`src/rtl/hci_pkg.sv`:
```
package hci_pkg;

  localparam int HCI_NIB_W  = 4;
  localparam int HCI_BYTE_W = 8;
  localparam int HCI_ADDR_W = 2;

  typedef enum logic {
    IF_SERIAL   = 1'b0,
    IF_PARALLEL = 1'b1
  } if_mode_e;

endpackage

```
`src/rtl/hci_sync.sv`:
```
module hci_sync #(
  parameter int               WIDTH   = 3,
  parameter int               STAGES  = 2,
  parameter logic [WIDTH-1:0] RST_VAL = '1
) (
  input  logic             clk,
  input  logic             rst_n,
  input  logic [WIDTH-1:0] d,
  output logic [WIDTH-1:0] q,
  output logic [WIDTH-1:0] q_prev
);

  logic [STAGES:0][WIDTH-1:0] stg_q;
  logic [STAGES:0][WIDTH-1:0] stg_d;

  always_comb begin
    stg_d = {stg_q[STAGES-1:0], d};
  end

  always_ff @(posedge clk or negedge rst_n) begin
    if (!rst_n) begin
      stg_q <= {(STAGES+1){RST_VAL}};
    end else begin
      stg_q <= stg_d;
    end
  end

  assign q      = stg_q[STAGES-1];
  assign q_prev = stg_q[STAGES];

endmodule

```
`src/rtl/hci_busy_timer.sv`:
```
module hci_busy_timer #(
  parameter int CYCLES = 4
) (
  input  logic clk,
  input  logic rst_n,
  input  logic start,
  output logic busy
);

  localparam int CNT_W = $clog2(CYCLES + 1);

  logic [CNT_W-1:0] cnt_q;
  logic [CNT_W-1:0] cnt_d;

  always_comb begin
    cnt_d = cnt_q;
    if (start) begin
      cnt_d = CNT_W'(CYCLES);
    end else if (cnt_q != '0) begin
      cnt_d = cnt_q - CNT_W'(1);
    end
  end

  always_ff @(posedge clk or negedge rst_n) begin
    if (!rst_n) begin
      cnt_q <= '0;
    end else begin
      cnt_q <= cnt_d;
    end
  end

  assign busy = (cnt_q != '0);

  // a completed byte always raises busy on the next cycle
  p_busy_start_r5: assert property (@(posedge clk) disable iff (!rst_n)
    start |=> busy);

  // the hold counter never exceeds its configured length
  p_cnt_range_r5: assert property (@(posedge clk) disable iff (!rst_n)
    cnt_q <= CNT_W'(CYCLES));

endmodule

```
`src/rtl/hci_assembler.sv`:
```
module hci_assembler import hci_pkg::*; #(
  parameter int NIB_W  = HCI_NIB_W,
  parameter int BYTE_W = HCI_BYTE_W
) (
  input  logic              clk,
  input  logic              rst_n,
  input  logic              cs_act,
  input  logic              par_mode,
  input  logic              accept,
  input  logic              stb_rise,
  input  logic              sck_rise,
  input  logic [NIB_W-1:0]  nib_in,
  input  logic              sdi,
  input  logic [BYTE_W-1:0] rd_byte,
  output logic              fin,
  output logic [BYTE_W-1:0] byte_q,
  output logic [NIB_W-1:0]  dout
);

  localparam int NIBBLES = BYTE_W / NIB_W;
  localparam int POS_W   = $clog2(BYTE_W);
  localparam int NSEL_W  = (NIBBLES > 1) ? $clog2(NIBBLES) : 1;

  if_mode_e mode;
  assign mode = if_mode_e'(par_mode);

  logic [POS_W-1:0]  pos_q, pos_d;
  logic [BYTE_W-1:0] shift_q, shift_d, byte_d, shift_in;
  logic              step, last;

  // Step and byte-end detection.
  always_comb begin
    step = accept && cs_act &&
           ((mode == IF_PARALLEL) ? stb_rise : sck_rise);
    last = (mode == IF_PARALLEL) ? (pos_q == POS_W'(NIBBLES - 1))
                                 : (pos_q == POS_W'(BYTE_W - 1));
    if (mode == IF_PARALLEL) begin
      shift_in = {shift_q[BYTE_W-NIB_W-1:0], nib_in};
    end else begin
      shift_in = {shift_q[BYTE_W-2:0], sdi};
    end
  end

  assign fin = step && last;

  // Next-state logic.
  always_comb begin
    pos_d   = pos_q;
    shift_d = shift_q;
    byte_d  = byte_q;
    if (!cs_act) begin
      pos_d = '0;
    end else if (step) begin
      shift_d = shift_in;
      if (last) begin
        pos_d  = '0;
        byte_d = shift_in;
      end else begin
        pos_d = pos_q + POS_W'(1);
      end
    end
  end

  always_ff @(posedge clk or negedge rst_n) begin
    if (!rst_n) begin
      pos_q   <= '0;
      shift_q <= '0;
      byte_q  <= '0;
    end else begin
      pos_q   <= pos_d;
      shift_q <= shift_d;
      byte_q  <= byte_d;
    end
  end

  // Read path: nibbles taken from the top down.
  logic [NIB_W-1:0] nib_arr [NIBBLES];
  for (genvar k = 0; k < NIBBLES; k++) begin : g_nib
    assign nib_arr[k] = rd_byte[BYTE_W-1-k*NIB_W -: NIB_W];
  end

  logic sdo;
  always_comb begin
    sdo = rd_byte[POS_W'(BYTE_W - 1) - pos_q];
    if (mode == IF_PARALLEL) begin
      dout = nib_arr[pos_q[NSEL_W-1:0]];
    end else begin
      dout = {sdo, {(NIB_W-1){1'b0}}};
    end
  end

  // a deselect leaves no partial progress behind
  p_clear_on_deselect_r7: assert property (@(posedge clk) disable iff (!rst_n)
    !cs_act |=> (pos_q == '0));

endmodule

```
`src/rtl/hci_host_if.sv`:
```
module hci_host_if import hci_pkg::*; #(
  parameter int NIB_W       = HCI_NIB_W,
  parameter int BYTE_W      = HCI_BYTE_W,
  parameter int ADDR_W      = HCI_ADDR_W,
  parameter int BUSY_CYCLES = 4,
  parameter int SYNC_STAGES = 2
) (
  input  logic              clk,
  input  logic              rst_n,
  input  logic              par_sel,
  input  logic              cs_n,
  input  logic              cd_sel,
  input  logic              host_rd,
  input  logic              stb_n,
  input  logic [NIB_W-1:0]  nib_in,
  input  logic              sck,
  input  logic              sdi,
  input  logic              addr_en,
  input  logic [ADDR_W-1:0] strap,
  input  logic [BYTE_W-1:0] rd_byte,
  output logic              byte_valid,
  output logic [BYTE_W-1:0] byte_data,
  output logic              byte_is_cmd,
  output logic              rd_ack,
  output logic [NIB_W-1:0]  dout,
  output logic              dout_oe,
  output logic              busy_n,
  output logic              busy_oe
);

  localparam int SYNC_W = 3;

  // Bring the host edges into the clock domain.
  logic [SYNC_W-1:0] raw_in, s_q, s_prev;
  assign raw_in = {sck, stb_n, cs_n};

  hci_sync #(
    .WIDTH  (SYNC_W),
    .STAGES (SYNC_STAGES),
    .RST_VAL({SYNC_W{1'b1}})
  ) u_sync (
    .clk   (clk),
    .rst_n (rst_n),
    .d     (raw_in),
    .q     (s_q),
    .q_prev(s_prev)
  );

  logic cs_act, sel_edge, stb_rise, sck_rise;
  assign cs_act   = ~s_q[0];
  assign sel_edge = s_prev[0] & ~s_q[0];
  assign stb_rise = s_q[1] & ~s_prev[1];
  assign sck_rise = s_q[2] & ~s_prev[2];

  logic              busy, fin;
  logic [BYTE_W-1:0] asm_byte;
  logic [NIB_W-1:0]  asm_dout;

  hci_assembler #(
    .NIB_W (NIB_W),
    .BYTE_W(BYTE_W)
  ) u_asm (
    .clk     (clk),
    .rst_n   (rst_n),
    .cs_act  (cs_act),
    .par_mode(par_sel),
    .accept  (~busy),
    .stb_rise(stb_rise),
    .sck_rise(sck_rise),
    .nib_in  (nib_in),
    .sdi     (sdi),
    .rd_byte (rd_byte),
    .fin     (fin),
    .byte_q  (asm_byte),
    .dout    (asm_dout)
  );

  hci_busy_timer #(
    .CYCLES(BUSY_CYCLES)
  ) u_busy (
    .clk  (clk),
    .rst_n(rst_n),
    .start(fin),
    .busy (busy)
  );

  // Chip-address and result state.
  logic              pending_q, pending_d;
  logic              load_q, load_d;
  logic [ADDR_W-1:0] addr_q, addr_d;
  logic              valid_q, valid_d;
  logic              ack_q, ack_d;
  logic              cmd_q, cmd_d;
  logic              need_addr, match, selected, live;

  always_comb begin
    need_addr = addr_en & pending_q;
    match     = (addr_q == strap);
    selected  = ~addr_en | match;
    live      = cs_act & selected & ~need_addr;
  end

  always_comb begin
    pending_d = pending_q;
    if (sel_edge) begin
      pending_d = addr_en;
    end else if (load_q) begin
      pending_d = 1'b0;
    end
    load_d  = fin & need_addr;
    addr_d  = load_q ? asm_byte[ADDR_W-1:0] : addr_q;
    valid_d = fin & live & ~host_rd;
    ack_d   = fin & live & host_rd;
    cmd_d   = fin ? cd_sel : cmd_q;
  end

  always_ff @(posedge clk or negedge rst_n) begin
    if (!rst_n) begin
      pending_q <= 1'b0;
      load_q    <= 1'b0;
      addr_q    <= '0;
      valid_q   <= 1'b0;
      ack_q     <= 1'b0;
      cmd_q     <= 1'b0;
    end else begin
      pending_q <= pending_d;
      load_q    <= load_d;
      addr_q    <= addr_d;
      valid_q   <= valid_d;
      ack_q     <= ack_d;
      cmd_q     <= cmd_d;
    end
  end

  assign byte_valid  = valid_q;
  assign byte_data   = asm_byte;
  assign byte_is_cmd = cmd_q;
  assign rd_ack      = ack_q;
  assign dout        = asm_dout;
  assign dout_oe     = live & host_rd;
  assign busy_n      = ~busy;
  assign busy_oe     = cs_act & (selected | need_addr);

  // a write byte is announced for one cycle only
  p_valid_single_r1: assert property (@(posedge clk) disable iff (!rst_n)
    byte_valid |=> !byte_valid);

  // every forwarded byte is accompanied by busy
  p_busy_with_valid_r5: assert property (@(posedge clk) disable iff (!rst_n)
    byte_valid |-> busy);

  // no byte completes while the hold is running
  p_no_fin_busy_r6: assert property (@(posedge clk) disable iff (!rst_n)
    busy |-> !fin);

  // write and read completions never coincide
  p_excl_done_r10: assert property (@(posedge clk) disable iff (!rst_n)
    !(byte_valid && rd_ack));

endmodule

```
`config.mk`:
```
export PLATFORM = sky130hd
export DESIGN_NAME = hci_host_if
export DESIGN_NICKNAME = d
export VERILOG_FILES = /design/src/rtl/hci_pkg.sv /design/src/rtl/hci_sync.sv /design/src/rtl/hci_busy_timer.sv /design/src/rtl/hci_assembler.sv /design/src/rtl/hci_host_if.sv
export SDC_FILE = /design/constraint.sdc
export NUM_CORES = 1
export LEC_CHECK = 0
export CORE_MARGIN = 5
export CORE_UTILIZATION = 35
export CTS_BUF_LIST = sky130_fd_sc_hd__clkbuf_4
export DETAILED_ROUTE_END_ITERATION = 8
export PLACE_DENSITY_LB_ADDON = 0.08
export SLEW_MARGIN = 15
export SYNTH_ARGS = -nofsm -noshare
export SYNTH_HDL_FRONTEND = slang
export SYNTH_SLANG_ARGS = --single-unit
```
`constraint.sdc`:
```
create_clock -name clk -period 1.75 [get_ports clk]
set_input_delay 0.2625 -clock clk [delete_from_list [all_inputs] [get_ports clk]]
set_output_delay 0.2625 -clock clk [all_outputs]
set_load 0.01 [all_outputs]
```
==> results_dict.tcl, run 1 <==
set metrics [dict create \
    status "finished, violations left" \
    violations "negative setup slack" \
    grt_max_degree 20 \
    grt_usage_pct 12.5 \
    synthCells 141 \
    clk_pin_slew_ps 110 \
    ys_ff_latch 37 \
    clock-root-buffer "clkbuf_4" \
    first_pass_iters 4 \
    p_seq_share_pct 47.9 \
    leakagePower_nw 1.17 \
    insertion_delay_ps 340 \
    crit_chain "mux4_2, a21oi_2, a22oi_1, buf_2" \
    finClkSkew_ps 9.42 \
    setup_violations 1 \
    crit_end "dout[3]" \
    cts_num_sinks 37 \
    n_fill_cell 429 \
    fin_crit_ps 1870 \
    gp_congestion 0.779 \
    ys_warn_count 0 \
    crit_path_start_kind "register" \
    routed_wl_um 3880 \
    portBuffers 41 \
    reg2reg_from "u_asm.pos_q[0]$_DFFE_PN0P_" \
    min_path_cells 1 \
    clk_path_buf_depth 2 \
    fin_util_pct 52.8 \
    n_antenna_cell 0 \
    fmax_ghz 0.535 \
    drv_slew 0 \
    vias 1307 \
    drtIter0Drc 45 \
    ir_worst_vdd_v 0.000439 \
    cap_violations 0 \
    syn_area_per_cell_sq_um 12.6 \
    endpoint_kind "output pin" \
    worst_path_max_delay_cell "mux4_2" \
    die_w_um 81.1 \
    rows 25 \
    hold_viol_final 0 \
    place_hpwl_um 2940 \
    coreArea_sq_um 4820 \
    grt_pass1_vias 1315 \
    syn_area_sq_um 1770 \
    powerDensity_nw_per_um2 890 \
    cp_data_arrival_time_ps 1610 \
    htree_levels 2 \
    p_comb_share_pct 30.9 \
    syn-num-nets 170 \
    power.switching_mw 0.650 \
    antenna_found_initial 0 \
    crit_fanout 3 \
    path_class "reg -> out" \
    worst_slack_ps -121 \
    fin_crit_sh_pct 107 \
    ff2ff_path_depth 7 \
    final_nets 237 \
    drtAntennaViolNets 0 \
    cts_buffers 5 \
    overflow 0 \
    synth_cell_type_count 36 \
    finalSetupTns_ps -121 \
    cts_tree "yes" \
    place_area_sq_um 2400 \
    r2r-end "u_asm.byte_q[6]$_DFFE_PN0P_" \
    start_util_pct 36.8 \
    worstMarginPinSlew_ps 466 \
    wl_per_cell_um 14.1 \
    via_per_inst 4.74 \
    cp_slowest_stage_delay_ps 510 \
    syn_to_final_growth_pct 43.4 \
    die_y_um 81.1 \
    drc 0 \
    clockPowerShare_pct 21.1 \
    grt_pass1_wl_um 6180 \
    drive_gt1_share_pct 39.7 \
    ys_seq_area_share_pct 52.9 \
    reg2reg_slack_ps 20 \
    maxSlewHeadroom_pct 68.9 \
    pre_cts_ws_ps -388 \
    postLayoutCellArea_sq_um 2540 \
    cp-startpoint "u_asm.pos_q[1]$_DFFE_PN0P_" \
    required_ps 1490 \
    boundaryPins 42 \
    swShare_pct 28.8 \
    intPower_mw 1.61 \
    rsz0062_at_grt "true" \
    hold_path_class "in -> reg" \
    dieArea_sq_um 6580 \
]
metrics by stage:
step                      power, mW  instances  hold slack, ps
after CTS                      2.27        274             312
final                          2.26        276             328
after detailed placement       1.78        262             245
after floorplan                1.44        141           -33.1
after global placement         1.74        262             232
after global routing           2.40        276             300
placed cells by master (no fill, tap or decap), types with 3 or more instances in the layout:
master	synthesis	routed
inv_1	8	8
dfstp_2	9	9
mux2_4	0	6
buf_4	0	18
clkdlybuf4s50_1	0	32
clkbuf_2	1	4
o31ai_1	3	3
dfrtp_1	28	26
mux2_2	18	12
buf_6	2	4
buf_12	0	3
ha_1	5	5
clkbuf_4	0	8
buf_2	1	4
mux2i_1	9	9
nand2_1	7	7
nor2b_1	4	3
o21ai_0	11	10
nor2_1	6	6
cell type report:
type | count | area (sq um) | share of cell area, %
tap | 67 | 83.8 | 3.30
multi-input combinational | 89 | 808 | 31.8
inverter | 8 | 30.0 | 1.18
clock buffer | 8 | 60.1 | 2.36
sequential | 37 | 940 | 37.0
timing repair buffer | 67 | 619 | 24.4
worst min-delay path by stage:
stage / start / end / slack, ps
detailed placement: rst_n / byte_valid$_DFF_PN0_ / 240
finish: sck / u_sync.stg_d[5]$_DFF_PN1_ / 330
global route: cs_n / u_sync.stg_d[3]$_DFF_PN1_ / 300
floorplan: rst_n / addr_q[0]$_DFFE_PN0P_ / -30
global placement: rst_n / rd_ack$_DFF_PN0_ / 230
CTS: cs_n / u_sync.stg_d[3]$_DFF_PN1_ / 310
registers in the layout, indices dropped and copies added, names as in the netlist:
register       flops
addr_q             2
u_busy.cnt_q       3
byte_valid         1
u_asm.byte_q       8
byte_is_cmd        1
u_sync.stg_d       3
u_sync.q_prev      3
pending_q          1
u_sync.q           3
rd_ack             1
load_q             1
u_asm.shift_q      7
u_asm.pos_q        3
repair_timing:
item,in CTS,in global routing
resized for setup,21,23
hold endpoints to repair,10,0
pin swaps,4,4
endpoints found under the setup margin,18,22
setup buffers,3,2
hold buffers,1,0
kinds of logic (layout without fill, tap and decap cells):
kind of cell / count (synthesis) / count (layout) / synth area share (%)
buffers and inverters: 15 / 83 / 4.17
AO/OA/AOI/OAI: 25 / 25 / 9.32
adder cells (fa/ha/maj): 5 / 5 / 3.53
multiplexers: 28 / 28 / 17.8
flip-flops: 37 / 37 / 52.9
AND/OR/NAND/NOR: 29 / 29 / 11.3
XOR/XNOR: 2 / 2 / 0.989
synth_stat cells, drive strengths merged:
library cell	number	area share [%]
mux2i	9	5.1
xor2	2	0.99
dfstp	9	13
mux2	18	11
a22oi	1	0.42
a31o	3	1.5
or2	1	0.35
inv	8	1.7
nor2b	4	1.4
nor4b	1	1.3
nand3	1	0.28
nor4	2	0.71
buf	3	1.6
nand3b	1	0.42
clkbuf	4	0.92
nor2	7	2.4
o21ai	12	4.0
nor4bb	1	1.4
o31ai	3	1.3
nor3	3	1.1
a211oi	1	0.42
dfrtp	28	40
a31oi	1	0.35
nand2	7	1.5
a21oi	2	0.56
ha	5	3.5
o22ai	1	0.35
o21a	1	0.42
mux4	1	1.3
and3	1	0.35
power by group through the flow:
| stage | clock [mW] | sequential (mW) | combinational [mW] |
|---|---|---|---|
| final | 0.478 | 1.08 | 0.699 |
| after global placement | 0 | 1.09 | 0.653 |
| after detailed placement | 0 | 1.09 | 0.682 |
| after floorplan | 0 | 1.07 | 0.365 |
| after global routing | 0.535 | 1.10 | 0.765 |
| after CTS | 0.494 | 1.08 | 0.693 |
worst max-delay path: cells and delay by family (launching register included):
kind	cells	cell delay [ps]
multiplexers	1	510
flip-flops	1	420
buffers and inverters	1	140
AO/OA/AOI/OAI	2	200
layer usage:
layer | global-route usage [%] | share of wire [%] | routed length, um | vias up
met5 | 0 | 0 | 0 | -
met4 | 4.73 | 1.9 | 72 | 0
met3 | 4.32 | 5.6 | 217 | 9
met2 | 20.4 | 49 | 1890 | 42
met1 | 15.1 | 44 | 1700 | 623
li1 | - | - | - | 633
Power figures use the tool's default switching activity.
==> run 2, diff against run 1 <==
CORE_UTILIZATION = 37   (was 35)
==> run 2 against run 1 <==
Highest routed layer unchanged. Cell area shrank 2.9%. Critical endpoint unchanged. Largest power group unchanged. The flow still finishes with violations (negative setup slack). Clock power fell by 9.4%. Maximum frequency down 1.3%. Critical path depth unchanged. Routed wire length increased by 0.36%. Hold slack got worse by 18 ps.
==> results_dict.tcl, run 2 (synthesized netlist as in run 1, its figures left out) <==
set metrics [dict create \
    clk_pin_slew_ps 120 \
    mostFrequentLayoutCells "clkdlybuf4s50_1, dfrtp_1, buf_4" \
    syn_to_final_growth_pct 39.3 \
    start_util_pct 37.8 \
    clk_path_buf_depth 2 \
    pre_cts_ws_ps -402 \
    cp_data_arrival_time_ps 1630 \
    path_class "reg -> out" \
    rows 25 \
    clock-root-buffer "clkbuf_4" \
    ff2ff_path_depth 7 \
    fin_crit_sh_pct 108 \
    maxSlewHeadroom_pct 69.5 \
    worst_hold_slack_ps 310 \
    r2r-end "u_asm.byte_q[5]$_DFFE_PN0P_" \
    reg2reg_slack_ps -20 \
    setup_violations 2 \
    leakagePower_nw 1.14 \
    hold_viol_final 0 \
    antenna_found_initial 0 \
    first_pass_iters 4 \
    drc 0 \
    fmax_ghz 0.528 \
    coreArea_sq_um 4690 \
    die_w_um 79.2 \
    worstHoldStart "sck" \
    insertion_delay_ps 350 \
    grt_usage_pct 13.5 \
    dieArea_sq_um 6270 \
    fin_crit_ps 1900 \
    die_y_um 79.2 \
    n_fill_cell 425 \
    vias 1312 \
    grt_pass1_vias 1362 \
    drtIter0Drc 53 \
    min_path_cells 1 \
    portBuffers 41 \
    largest_reg_flops 8 \
    crit_fanout 2 \
    overflow 0 \
    layout_commonest_cell "clkdlybuf4s50_1" \
    fin_total_pwr_mw 2.16 \
    powerDensity_nw_per_um2 875 \
    drive_gt1_share_pct 36.5 \
    status "finished, violations left" \
    endpoint_kind "output pin" \
    worstMarginPinSlew_ps 458 \
    htree_levels 2 \
    cts_buffers 5 \
    worst_slack_ps -145 \
    via_per_inst 5.01 \
    required_ps 1490 \
    ir_worst_vdd_v 0.000445 \
    reg2reg_from "u_asm.pos_q[1]$_DFFE_PN0P_" \
    top_regs "u_asm.byte_q x8, u_asm.shift_q x7" \
    boundaryPins 42 \
    place_hpwl_um 2720 \
    wl_per_cell_um 14.9 \
    holdPathEnd "u_sync.stg_d[5]$_DFF_PN1_" \
    final_nets 236 \
    rsz0062_at_grt "true" \
    finClkSkew_ps 14.0 \
    crit_path_start_kind "register" \
    grt_max_degree 38 \
    hold_path_class "in -> reg" \
    routed_wl_um 3890 \
    violations "negative setup slack" \
    grt_pass1_wl_um 6550 \
    drv_slew 0 \
    n_antenna_cell 0 \
    top_register "u_asm.byte_q" \
    cts_num_sinks 37 \
    cts_tree "yes" \
    drtAntennaViolNets 0 \
    gp_congestion 0.760 \
    cap_violations 0 \
]
==> run 2: cell count changes in the layout (fill, tap and decap cells not counted), moves of 2 or more <==
cell and change:
clkinv_1 +2, clkbuf_2 -2, buf_4 +2, buf_12 -3, clkbuf_4 -3, clkdlybuf4s15_1 +2
==> run 2: layout make-up <==
class	instances	area, sq um	share of cell area, %
tap	54	67.6	2.74
sequential	37	938	38.0
multi-input combinational	89	797	32.3
clock buffer	5	37.5	1.52
inverter	8	30.0	1.22
clock inverter	3	12.5	0.507
timing repair buffer	66	584	23.7
==> run 2: report_power, final <==
part	internal, mW	total (mW)	switching [mW]	leakage (nW)
clock network	0.146	0.433	0.287	0.0300
registers	0.991	1.07	0.0800	0.470
logic	0.373	0.656	0.283	0.638
total	1.51	2.16	0.650	1.14
==> run 2: repair_timing <==
action | CTS | global route
setup endpoints to repair | 17 | 23
hold buffers | 1 | 0
buffers inserted | 10 | 0
resized for setup | 21 | 17
endpoints found under the hold margin | 28 | 0
pin swaps | 3 | 7
==> run 2: per-layer routing <==
layer / vias up / wire (um) / global-route usage [%]
met5: - / 0 / 0
met4: 0 / 55 / 4.64
met3: 5 / 203 / 3.85
met2: 38 / 1970 / 23.2
met1: 641 / 1660 / 16.1
li1: 628 / - / -
==> run 2: how the worst max path moves through the flow <==
| stage | start | to | slack [ps] |
|---|---|---|---|
| 6_report | u_asm.pos_q[1]$_DFFE_PN0P_ | dout[3] | -150 |
| 5_1_grt | u_asm.pos_q[1]$_DFFE_PN0P_ | dout[3] | -230 |
| 4_1_cts | u_asm.pos_q[1]$_DFFE_PN0P_ | dout[3] | -260 |
| 3_5_place_dp | rd_byte[0] | dout[3] | -400 |
| 3_3_place_gp | rd_byte[0] | dout[3] | -370 |
| 2_1_floorplan | u_asm.pos_q[1]$_DFFE_PN0P_ | u_asm.byte_q[0]$_DFFE_PN0P_ | 110 |
==> run 2: stage by stage <==
stage	setup TNS (ps)	std cells	utilization (%)	cell area [sq um]
after floorplan	0	141	-	1770
after global placement	-6970	243	49.1	2310
after detailed placement	-7510	243	49.1	2310
after CTS	-369	262	51.9	2430
after global routing	-632	262	52.6	2470
final	-167	262	52.6	2470
==> run 2: worst max-delay path: stages (launching register included) <==
cell     delay (ps)
dfrtp_1         410
mux4_2          540
a21oi_2         130
a22oi_1          70
buf_2           140
==> run 3, diff against run 2 <==
CELL_PAD_IN_SITES_DETAIL_PLACEMENT = 2   (was default)
CELL_PAD_IN_SITES_GLOBAL_PLACEMENT = 2   (was default)
CORE_UTILIZATION = 30   (was 37)
==> run 3 against run 2 <==
Largest power group unchanged. Utilization shrank 7.2 points. The flow still finishes with violations (negative setup slack). Hold slack gained 16 ps. Via count rose by 4.9%. Cell area up 6.9%. Sequential share of layout area decreased by 2.4 points. Power increased by 3.0%. First-iteration DRC count is 68% lower. Flip-flop and latch count unchanged.
==> results_dict.tcl, run 3 (synthesized netlist as in run 1, its figures left out) <==
set metrics [dict create \
    status "finished, violations left" \
    violations "negative setup slack" \
    clk_pin_slew_ps 110 \
    setup_violations 10 \
    worst_path_max_delay_cell "mux4_2" \
    overflow 0 \
    gp_congestion 0.805 \
    worstHoldStart "cs_n" \
    grt_usage_pct 12.8 \
    r2r-end "u_asm.byte_q[3]$_DFFE_PN0P_" \
    syn_to_final_growth_pct 48.9 \
    portBuffers 41 \
    postLayoutCellArea_sq_um 2640 \
    via_per_inst 4.74 \
    grt_pass1_vias 1532 \
    hold_viol_final 0 \
    routed_wl_um 4840 \
    rows 28 \
    ir_worst_vdd_v 0.000381 \
    grt_max_degree 38 \
    coreArea_sq_um 5820 \
    place_hpwl_um 3490 \
    layout_commonest_cell "clkdlybuf4s50_1" \
    cts_buffers 5 \
    drtAntennaViolNets 0 \
    clock-root-buffer "clkbuf_4" \
    crit_end "dout[3]" \
    rsz0062_at_grt "true" \
    insertion_delay_ps 340 \
    powerDensity_nw_per_um2 843 \
    finClkSkew_ps 12.5 \
    crit_path_start_kind "register" \
    clk_path_buf_depth 2 \
    grt_pass1_wl_um 7550 \
    boundaryPins 42 \
    vias 1376 \
    cp_slowest_stage_delay_ps 510 \
    n_antenna_cell 0 \
    worst_slack_ps -131 \
    final_nets 243 \
    crit_chain "mux4_2, a21oi_2, a22oi_1, buf_2" \
    drive_gt1_share_pct 44.7 \
    die_w_um 86.9 \
    dieArea_sq_um 7540 \
    finalSetupTns_ps -795 \
    fin_crit_sh_pct 108 \
    place_area_sq_um 2350 \
    drv_slew 0 \
    maxSlewHeadroom_pct 68.4 \
    fmax_ghz 0.531 \
    drtIter0Drc 17 \
    cp-startpoint "u_asm.pos_q[1]$_DFFE_PN0P_" \
    mostFrequentLayoutCells "clkdlybuf4s50_1, dfrtp_1, buf_4" \
    wl_per_cell_um 16.7 \
    pre_cts_ws_ps -440 \
    cp_data_arrival_time_ps 1620 \
    fin_crit_ps 1880 \
    endpoint_kind "output pin" \
    reg2reg_from "u_asm.pos_q[1]$_DFFE_PN0P_" \
    crit_fanout 3 \
    leakagePower_nw 1.19 \
    path_class "reg -> out" \
    worst_hold_slack_ps 326 \
    first_pass_iters 2 \
    htree_levels 2 \
    ff2ff_path_depth 8 \
    largest_reg_flops 8 \
    hold_path_class "in -> reg" \
    required_ps 1490 \
    start_util_pct 30.5 \
    antenna_found_initial 0 \
    top_register "u_asm.byte_q" \
    drc 0 \
    worstMarginPinSlew_ps 474 \
    cap_violations 0 \
    cts_num_sinks 37 \
    die_y_um 86.9 \
    top_regs "u_asm.byte_q x8, u_asm.shift_q x7" \
    cts_tree "yes" \
    reg2reg_slack_ps -110 \
]
## run 3: critical path, delay by kind of cell (launching register included)
kind,cells,cell delay [ps]
compound gates,2,200
buf+inv,1,140
flops,1,420
mux,1,510
## run 3: worst min path at each step
stage               cells after the start  slack [ps]                     endpoint
detailed placement                      2         340  u_asm.byte_q[6]$_DFFE_PN0P_
CTS                                     1         310    u_sync.stg_d[3]$_DFF_PN1_
global placement                        2         340      byte_is_cmd$_DFFE_PN0P_
global route                            1         290    u_sync.stg_d[5]$_DFF_PN1_
floorplan                               0         -30        addr_q[0]$_DFFE_PN0P_
finish                                  1         330    u_sync.stg_d[3]$_DFF_PN1_
## run 3: what timing repair did
item / CTS / global route
resized for setup: 32 / 34
buffers inserted: 13 / 2
hold buffers: 1 / 0
pin swaps: 7 / 5
endpoints found under the hold margin: 28 / 0
endpoints found under the setup margin: 22 / 20
gates cloned: 0 / 1
## run 3: metrics by stage
step | instances | util (%) | power (mW)
after global routing | 290 | 45.4 | 2.38
final | 290 | 45.4 | 2.22
after global placement | 266 | 40.4 | 1.67
after CTS | 287 | 43.1 | 2.23
after floorplan | 141 | - | 1.44
after detailed placement | 266 | 40.4 | 1.72
## run 3: metal layers
| metal | part of all wire [%] | global-route usage (%) |
|---|---|---|
| met3 | 3.5 | 3.31 |
| met4 | 1.1 | 2.97 |
| met1 | 39 | 13.7 |
| met5 | 0 | 0 |
| met2 | 57 | 24.8 |
## run 3: layout make-up
cell class                      count  area, sq um
Clock inverter                      3         12.5
Tap cell                           75         93.8
Inverter                            8         30.0
Multi-Input combinational cell     89          865
Clock buffer                        5         37.5
Timing Repair Buffer               73          661
Sequential cell                    37          940
Fill cell                         617         3180
## run 3: power by group
| group | switching [mW] | internal [mW] | leakage [nW] |
|---|---|---|---|
| Combinational | 0.318 | 0.397 | 0.693 |
| Sequential | 0.0900 | 0.992 | 0.468 |
| Clock | 0.281 | 0.145 | 0.0300 |
| Total | 0.690 | 1.53 | 1.19 |
